$ cat src/rtl/hms_pkg.sv
package hms_pkg;

  typedef enum logic [2:0] {
    PH_IDLE,
    PH_STATE,
    PH_INPUT,
    PH_WRITE,
    PH_DONE
  } phase_t;

  typedef enum logic [1:0] {
    ERR_NONE      = 2'd0,
    ERR_RANGE     = 2'd1,
    ERR_STATE_TAG = 2'd2,
    ERR_INPUT_TAG = 2'd3
  } err_t;

  // strobes from control to datapath
  typedef struct packed {
    logic loadStart;
    logic loadState;
    logic loadInput;
  } strobe_t;

endpackage

$ cat src/rtl/hms_ctrl.sv
module hms_ctrl
  import hms_pkg::*;
#(
  parameter int ROUNDS = 16,
  localparam int RIDX_W = $clog2(ROUNDS),
  localparam int CNT_W  = RIDX_W + 1
) (
  input  logic              clk,
  input  logic              rstN,
  input  logic              startValid,
  input  logic              rangeErr,
  input  logic              stateTagErr,
  input  logic              inTagErr,
  output strobe_t           strobe,
  output logic              laneValid,
  output logic              laneWrite,
  output logic              inValid,
  output logic [RIDX_W-1:0] roundIdx,
  output logic              doneValid,
  output logic [1:0]        doneErr
);

  phase_t           phase, phaseNxt;
  err_t             errQ, errNxt;
  logic [CNT_W-1:0] roundsLeft, leftNxt;

  always_comb begin
    phaseNxt  = phase;
    errNxt    = errQ;
    leftNxt   = roundsLeft;
    strobe    = '0;
    laneValid = 1'b0;
    laneWrite = 1'b0;
    inValid   = 1'b0;
    case (phase)
      PH_IDLE: begin
        if (startValid) begin
          strobe.loadStart = 1'b1;
          if (rangeErr) begin
            errNxt   = ERR_RANGE;
            phaseNxt = PH_DONE;
          end else begin
            errNxt   = ERR_NONE;
            phaseNxt = PH_STATE;
          end
        end
      end
      PH_STATE: begin
        laneValid = 1'b1;
        if (stateTagErr) begin
          errNxt   = ERR_STATE_TAG;
          phaseNxt = PH_DONE;
        end else begin
          strobe.loadState = 1'b1;
          leftNxt  = CNT_W'(ROUNDS);
          phaseNxt = PH_INPUT;
        end
      end
      PH_INPUT: begin
        inValid = 1'b1;
        if (inTagErr) begin
          errNxt   = ERR_INPUT_TAG;
          phaseNxt = PH_DONE;
        end else begin
          strobe.loadInput = 1'b1;
          leftNxt = roundsLeft - CNT_W'(1);
          if (roundsLeft == CNT_W'(1)) phaseNxt = PH_WRITE;
        end
      end
      PH_WRITE: begin
        laneValid = 1'b1;
        laneWrite = 1'b1;
        phaseNxt  = PH_DONE;
      end
      PH_DONE:  phaseNxt = PH_IDLE;
      default:  phaseNxt = PH_IDLE;
    endcase
  end

  always_ff @(posedge clk) begin
    if (!rstN) begin
      phase      <= PH_IDLE;
      errQ       <= ERR_NONE;
      roundsLeft <= '0;
    end else begin
      phase      <= phaseNxt;
      errQ       <= errNxt;
      roundsLeft <= leftNxt;
    end
  end

  assign roundIdx  = RIDX_W'(CNT_W'(ROUNDS) - roundsLeft);
  assign doneValid = (phase == PH_DONE);
  assign doneErr   = doneValid ? errQ : ERR_NONE;

endmodule

$ cat src/rtl/hms_dp.sv
module hms_dp
  import hms_pkg::*;
#(
  parameter int LANES   = 8,
  parameter int ROUNDS  = 16,
  parameter int ADDR_W  = 16,
  parameter int WORD_W  = 32,
  parameter int TAG_W   = 3,
  parameter int TAG_U32 = 4,
  parameter int SPACE_W = 16,
  parameter int STAMP_W = 32,
  localparam int RIDX_W = $clog2(ROUNDS)
) (
  input  logic                      clk,
  input  logic                      rstN,
  input  strobe_t                   strobe,
  input  logic                      laneWrite,
  input  logic [RIDX_W-1:0]         roundIdx,
  input  logic [SPACE_W-1:0]        startSpace,
  input  logic [STAMP_W-1:0]        startStamp,
  input  logic [ADDR_W-1:0]         startStateAddr,
  input  logic [ADDR_W-1:0]         startInAddr,
  input  logic [ADDR_W-1:0]         startOutAddr,
  input  logic [LANES*WORD_W-1:0]   laneRdData,
  input  logic [LANES*TAG_W-1:0]    laneRdTag,
  input  logic [WORD_W-1:0]         inRdData,
  input  logic [TAG_W-1:0]          inRdTag,
  output logic                      rangeErr,
  output logic                      stateTagErr,
  output logic                      inTagErr,
  output logic [SPACE_W-1:0]        reqSpace,
  output logic [STAMP_W-1:0]        reqStamp,
  output logic [LANES*ADDR_W-1:0]   laneAddr,
  output logic [LANES*WORD_W-1:0]   laneWrData,
  output logic [ADDR_W-1:0]         inAddr
);

  logic [ADDR_W-1:0] stateBase, inBase, outBase;
  logic [WORD_W-1:0] msgSum;
  logic [WORD_W-1:0] stateWord [LANES];
  logic [LANES*TAG_W-1:0] tagBatch;

  function automatic logic overTop(input logic [ADDR_W-1:0] base, input int len);
    logic [ADDR_W:0] last;
    last = {1'b0, base} + (ADDR_W+1)'(len - 1);
    return last[ADDR_W];
  endfunction

  assign rangeErr = overTop(startStateAddr, LANES) |
                    overTop(startInAddr, ROUNDS)   |
                    overTop(startOutAddr, LANES);

  always_ff @(posedge clk) begin
    if (!rstN) begin
      stateBase <= '0;
      inBase    <= '0;
      outBase   <= '0;
      reqSpace  <= '0;
      reqStamp  <= '0;
      msgSum    <= '0;
    end else begin
      if (strobe.loadStart) begin
        stateBase <= startStateAddr;
        inBase    <= startInAddr;
        outBase   <= startOutAddr;
        reqSpace  <= startSpace;
        reqStamp  <= startStamp;
        msgSum    <= '0;
      end
      if (strobe.loadInput) msgSum <= msgSum + inRdData;
    end
  end

  genvar g;
  generate
    for (g = 0; g < LANES; g++) begin : gLane
      // per-lane tag difference packed into its own field of the batch word
      assign tagBatch[g*TAG_W +: TAG_W] = laneRdTag[g*TAG_W +: TAG_W] - TAG_W'(TAG_U32);

      always_ff @(posedge clk) begin
        if (!rstN) stateWord[g] <= '0;
        else if (strobe.loadState) stateWord[g] <= laneRdData[g*WORD_W +: WORD_W];
      end

      assign laneAddr[g*ADDR_W +: ADDR_W] =
        (laneWrite ? outBase : stateBase) + ADDR_W'(g);
      // placeholder for the round function
      assign laneWrData[g*WORD_W +: WORD_W] = stateWord[g] + msgSum;
    end
  endgenerate

  assign stateTagErr = |tagBatch;
  assign inTagErr    = (inRdTag != TAG_W'(TAG_U32));
  assign inAddr      = inBase + ADDR_W'(roundIdx);

endmodule

$ cat src/rtl/hash_mem_seq.sv
module hash_mem_seq
  import hms_pkg::*;
#(
  parameter int LANES   = 8,
  parameter int ROUNDS  = 16,
  parameter int ADDR_W  = 16,
  parameter int WORD_W  = 32,
  parameter int TAG_W   = 3,
  parameter int TAG_U32 = 4,
  parameter int SPACE_W = 16,
  parameter int STAMP_W = 32
) (
  input  logic                    clk,
  input  logic                    rstN,
  input  logic                    startValid,
  input  logic [SPACE_W-1:0]      startSpace,
  input  logic [STAMP_W-1:0]      startStamp,
  input  logic [ADDR_W-1:0]       startStateAddr,
  input  logic [ADDR_W-1:0]       startInAddr,
  input  logic [ADDR_W-1:0]       startOutAddr,
  output logic [SPACE_W-1:0]      reqSpace,
  output logic [STAMP_W-1:0]      reqStamp,
  output logic                    laneValid,
  output logic                    laneWrite,
  output logic [LANES*ADDR_W-1:0] laneAddr,
  output logic [LANES*WORD_W-1:0] laneWrData,
  output logic [TAG_W-1:0]        laneWrTag,
  input  logic [LANES*WORD_W-1:0] laneRdData,
  input  logic [LANES*TAG_W-1:0]  laneRdTag,
  output logic                    inValid,
  output logic [ADDR_W-1:0]       inAddr,
  input  logic [WORD_W-1:0]       inRdData,
  input  logic [TAG_W-1:0]        inRdTag,
  output logic                    doneValid,
  output logic [1:0]              doneErr
);

  localparam int RIDX_W = $clog2(ROUNDS);

  strobe_t           strobe;
  logic              rangeErr, stateTagErr, inTagErr;
  logic [RIDX_W-1:0] roundIdx;

  assign laneWrTag = TAG_W'(TAG_U32);

  hms_ctrl #(.ROUNDS(ROUNDS)) u_ctrl (
    .clk(clk), .rstN(rstN), .startValid(startValid),
    .rangeErr(rangeErr), .stateTagErr(stateTagErr), .inTagErr(inTagErr),
    .strobe(strobe), .laneValid(laneValid), .laneWrite(laneWrite),
    .inValid(inValid), .roundIdx(roundIdx),
    .doneValid(doneValid), .doneErr(doneErr)
  );

  hms_dp #(
    .LANES(LANES), .ROUNDS(ROUNDS), .ADDR_W(ADDR_W), .WORD_W(WORD_W),
    .TAG_W(TAG_W), .TAG_U32(TAG_U32), .SPACE_W(SPACE_W), .STAMP_W(STAMP_W)
  ) u_dp (
    .clk(clk), .rstN(rstN), .strobe(strobe), .laneWrite(laneWrite),
    .roundIdx(roundIdx), .startSpace(startSpace), .startStamp(startStamp),
    .startStateAddr(startStateAddr), .startInAddr(startInAddr),
    .startOutAddr(startOutAddr), .laneRdData(laneRdData), .laneRdTag(laneRdTag),
    .inRdData(inRdData), .inRdTag(inRdTag), .rangeErr(rangeErr),
    .stateTagErr(stateTagErr), .inTagErr(inTagErr), .reqSpace(reqSpace),
    .reqStamp(reqStamp), .laneAddr(laneAddr), .laneWrData(laneWrData),
    .inAddr(inAddr)
  );

endmodule

$ cat config.mk
export PLATFORM = sky130hd
export DESIGN_NAME = hash_mem_seq
export DESIGN_NICKNAME = d
export VERILOG_FILES = /design/src/rtl/hms_pkg.sv /design/src/rtl/hms_ctrl.sv /design/src/rtl/hms_dp.sv /design/src/rtl/hash_mem_seq.sv
export SDC_FILE = /design/constraint.sdc
export NUM_CORES = 1
export LEC_CHECK = 0
export BUFFER_PORTS_ARGS = -buffer_cell sky130_fd_sc_hd__clkbuf_2
export CAP_MARGIN = 30
export CORE_AREA = 10 10 335 337
export DETAILED_ROUTE_END_ITERATION = 8
export DIE_AREA = 0 0 345 347
export GPL_TIMING_DRIVEN = 0
export PLACE_DENSITY_LB_ADDON = 0.05
export SLEW_MARGIN = 20
export SYNTH_ARGS = -nofsm -noshare
export SYNTH_HDL_FRONTEND = slang
export SYNTH_SLANG_ARGS = --single-unit
$ cat constraint.sdc
create_clock -name clk -period 16.4 [get_ports clk]
set_input_delay 4.92 -clock clk [delete_from_list [all_inputs] [get_ports clk]]
set_output_delay 4.92 -clock clk [all_outputs]
set_load 0.05 [all_outputs]
Word-level counts from Yosys, hierarchy flattened
Memory sizes are Yosys's and may differ from the RTL's.
Cells that the tools add are included.
Operators by class
  multiplexer cells: 39
  eq/ne operators: 12
  $add $sub $neg: 30
  reduce and logical (&&, ||, !) cells: 9
  bitwise operators: 10
Operators by type and width (number)
  $mux 32: 10
  $add 32x32->32: 9
  $add 16x3->16 const B: 4
  $add 16x3->17 const B: 2
  $add 16x2->16 const B: 2
  $reduce_or 24->1: 1
  $sub 3x3->3 const B: 8
  $add 16x4->17 const B: 1
  $add 16x1->16 const B: 1
  $add 16x4->16: 1
  $mux 16: 1
  $mux 3: 5
  $mux 1: 14
  $pmux 3 s4: 1
  $mux 5: 2
  $ne 2x2->1 const B: 5
  $or 1x1->1: 10
  $pmux 5 s2: 1
  $mux 2: 4
  $eq 3x2->1 const B: 2
  $pmux 2 s3: 1
  $eq 5x1->1 const B: 1
  $sub 5x1->5 const B: 1
  $reduce_and 4->1: 1
  11 further kinds: 12
Word-level totals
  RAM bits: 256
  flip-flop bits (word level): 138
  word-level logic and storage cells: 110
  bits of input ports: 414
  output and inout bits: 457
  memories: 1
Memories
  u_dp.stateWord: depth 8, bits a word 32, rd ports 8, clocked after memory_dff 0, wr ports 8, line hms_dp.sv:40  | logic [WORD_W-1:0] stateWord [LANES];

Logic depth before layout (Yosys ltp)
  depth after elaboration: 8
  mapped depth: 13
  mapped depth without buffers: 13

Modules after synthesis
Synthesis repeated with hierarchy kept, for this count alone.
Second synthesis, totals
  cells, all modules: 3251
  area, all modules: 30422.9 um^2
By module, submodules not included
  hms_dp: instances 1, cells an instance 3171, area each 29764.8 um^2
  hms_ctrl: instances 1, cells an instance 75, area each 628.1 um^2
  hash_mem_seq: instances 1, cells an instance 5, area each 30.0 um^2

Worst setup path before layout
No wires, ideal clock.
  kind: input-to-reg
  start: in laneRdTag[18]
  end: mem u_dp.stateWord[0][0] (enable)
  data required time: 15769 ps
  buffers on the path: 0
  library setup time: 631 ps
  setup slack: 4487 ps
  data arrival time: 11282 ps
  cell stages on the path: 5
  path through: or4b_1 -> nor4_1 -> and3_1 -> nand2_1 -> nand2_1
RTL lines
  start: declaration: line hash_mem_seq.sv:29  | input logic [LANES*TAG_W-1:0] laneRdTag,
  end: declaration: line hms_dp.sv:40

Final worst setup path
  start: reg u_dp.msgSum[10]
  end: out laneWrData[61]
Between the ends
  longest elaborated chain between the ends: 1
Ends and longest elaborated chain
  start: declaration: line hms_dp.sv:39  | logic [WORD_W-1:0] msgSum;
  start signal: assignment: line hms_dp.sv:70  | if (strobe.loadInput) msgSum <= msgSum + inRdData;
  $add 32x32->32: line hms_dp.sv:88  | assign laneWrData[g*WORD_W +: WORD_W] = stateWord[g] + msgSum;
  end: declaration: line hash_mem_seq.sv:26  | output logic [LANES*WORD_W-1:0] laneWrData,
Every way passes these cells.

==> impl_metrics.ini <==
[outcome]
status = completed

[die]
num_rows = 119
dieArea_um2 = 119700
io_pins = 871
start_util_pct = 28.65
die_h_um = 347
core-area_um2 = 105100
die_w_um = 345

[grt]
grt_pass1_vias = 28540
grt_usage_pct = 22.72
antenna_found_initial = 36
grt_max_degree = 44
grt_pass1_wl_mm = 201.7
overflow = 0

[timing]
worstMarginPinSlew_ps = 1005
slew_violations = 0
rsz0062_at_grt = false
clock.fmax_mhz = 97.33
hold-worst-slack_ps = 453.6
setup_tns_ps = 0
hold_viol_final = 0
relSlewSlack_pct = 31.26
setup_viol = 0
post-route-min-period_ps = 10270
clock_skew_ps = 24.71
fin_crit_sh_pct = 62.65

[cells_and_area]
final_nets = 5075
final_layout_size_suffix_gt1_share_pct = 23.77
syn_to_final_growth_pct = 27.69

[setup_path]
timing.rr.start = u_dp.msgSum[1]$_SDFFE_PN0P_
crit_path_end_kind = primary output
crit_chain = ha_1 -> nand4_1 -> or3_1 -> o22ai_1 -> a31oi_1 -> o41ai_1 -> a311oi_2 -> o311ai_1 -> clkbuf_2
critical_path_class = flop to primary output
max_stage_delay_ps = 970
crit_slowest_cell = dfxtp_1
required_ps = 11480
startpoint_type = flop
path_max_fanout = 10
cp.arrival_ps = 5350
crit_start = u_dp.msgSum[10]$_SDFFE_PN0P_
path_delay_family = compound AO/OA/AOI/OAI gates
crit_buf_inv = 1

[logic_synthesis]
yosys_register_bits = 394
netlist_top_cells_count = 389 x nand2_1, 357 x a21oi_1, 294 x ha_1, 269 x and2_1, 269 x xnor2_1
ys_seq_area_share_pct = 34.69
async_reset_ff_share_pct = 0
synth_area_per_cell_um2 = 8.838
syn_inst = 3408
synth_most_common_cell = nand2_1
yosys.area.top_type = edfxtp_1
netlist_area_um2 = 30120
ys_types = 82
synth_top_flop_cell = edfxtp_1
synth-edff-count = 256
synth_warnings = 0
synth_area_leaders = edfxtp_1 26%, ha_1 12%, dfxtp_1 9.2%
yosysTopAreaCellShare_pct = 25.52

[clocking]
cts_max_path_buffers = 3
cts_tree = yes
clkSinkCount = 394
post_cts.repair.setup_buffers = 0
clk_latency_ps = 660
h-tree-depth = 2
post_cts_resized = 0
clk_pin_slew_ps = 60
ctsHoldBuffers = 0
cts_buffers = 55
clk_root_buffer_cell = clkbuf_16

[drt]
ant_nets = 0
num_vias = 28430
vias_per_cell = 4.894
drc = 0
dr.pass1.iters = 5
wl_per_cell_um = 24.69
finalWirelength_mm = 143.4
drtIter0Drc = 1737

[pwr]
peakVddDrop_uv = 90.17
power_density_nw_per_um2 = 91.92
p_leak_uw = 0.01826

[flow_run]
drv_cap = 0

[placed_design]
io_buffers = 867
dp_hpwl_mm = 118.6
finalWeightedCongestion = 0.9139

[worst_hold_path]
worstHoldPathType = flop to flop
min-delay-start = u_dp.outBase[9]$_SDFFE_PN0P_
[kinds of logic after synthesis]
group | Yosys count | share of synthesized area, %
simple gates | 1200 | 19.65
compound gates | 900 | 18.57
mux | 21 | 0.6978
flops | 394 | 34.69
xor+xnor | 361 | 10.50
fa+ha+maj | 304 | 12.88
other cells | 2 | 0.02493
buf+inv | 226 | 2.991
[metal layers]
metal  wire length [um]  vias up  share of wire [%]  track usage, %
li1                   -    14100                  -               -
met1              59590    13390                 42           27.10
met2              72430      783                 51           41.28
met3               9085      128                6.3           5.630
met4               2106       28                1.5           3.724
met5                189        -               0.13               0
[power breakdown]
group / switching [uW] / internal [uW]
clock network: 515 / 686
registers: 44.0 / 1120
logic: 886 / 283
total: 1450 / 2090
[metrics by stage]
| stage | cell area (um^2) | setup slack (ps) | utilization, % | instances | power (uW) |
|---|---|---|---|---|---|
| after CTS | 38380 | 5834 | 36.52 | 5791 | 3583 |
| after detailed placement | 36590 | 6577 | 34.80 | 5687 | 2362 |
| final | 38460 | 6126 | 36.59 | 5809 | 3535 |
| after global routing | 38440 | 5790 | 36.57 | 5799 | 3691 |
| after floorplan | 30130 | 4487 | - | 3409 | 1998 |
| after global placement | 36200 | -118.2 | 34.44 | 5667 | 2369 |
[sequential cells by signal, summed over array words and instances (netlist names)]
name and cells:
u_ctrl.errQ 2, u_ctrl.phase 3, u_ctrl.roundsLeft 5, u_dp.inBase 16, u_dp.msgSum 32, u_dp.outBase 16, u_dp.reqSpace 16, u_dp.reqStamp 32
u_dp.stateBase 16, u_dp.stateWord 256
[path summary, 6_finish.rpt]
check                                      end  slack [ps]  depth (start not counted)
setup / recovery                laneWrData[61]        6130                          9
hold / removal    u_dp.outBase[9]$_SDFFE_PN0P_         450                          2
setup reg to reg  u_dp.msgSum[30]$_SDFFE_PN0P_       12490                         12
hold reg to reg   u_dp.outBase[9]$_SDFFE_PN0P_         450                          2
[cell usage in the layout (no fill, tap or decap), types with 93 or more instances in the layout]
| cell | instances |
|---|---|
| o21ai_0 | 104 |
| and2_1 | 269 |
| clkbuf_1 | 93 |
| ha_1 | 294 |
| nor2_1 | 194 |
| edfxtp_1 | 256 |
| a21oi_1 | 357 |
| clkbuf_2 | 872 |
| a21o_1 | 128 |
| inv_1 | 105 |
| xnor2_1 | 269 |
| dfxtp_1 | 130 |
| nand2_1 | 388 |
[cell type report]
class                   instances  area [um^2]
diodes                         14        35.03
multi-input cells            2789        18810
inverters                     113        424.2
clock buffers                  66         1541
plain buffers                 113        481.7
flip-flops and latches        394        10460
well taps                    1391         1740
repair buffers                891         4713
fillers                     11290        66660
clock inverters                38        256.5
[worst reg2reg max path, stage by stage, from the launching register on]
cell      delay [ps]
dfxtp_2          770
inv_1            470
fa_1             570
nor2b_1          140
o21ai_1           90
a21o_1           230
a21oi_1          420
a31o_2           300
a21oi_1          200
o211ai_1         250
a31oi_1          130
xor2_1           150
o21ai_1           70
(Power assumes the default switching activity.)
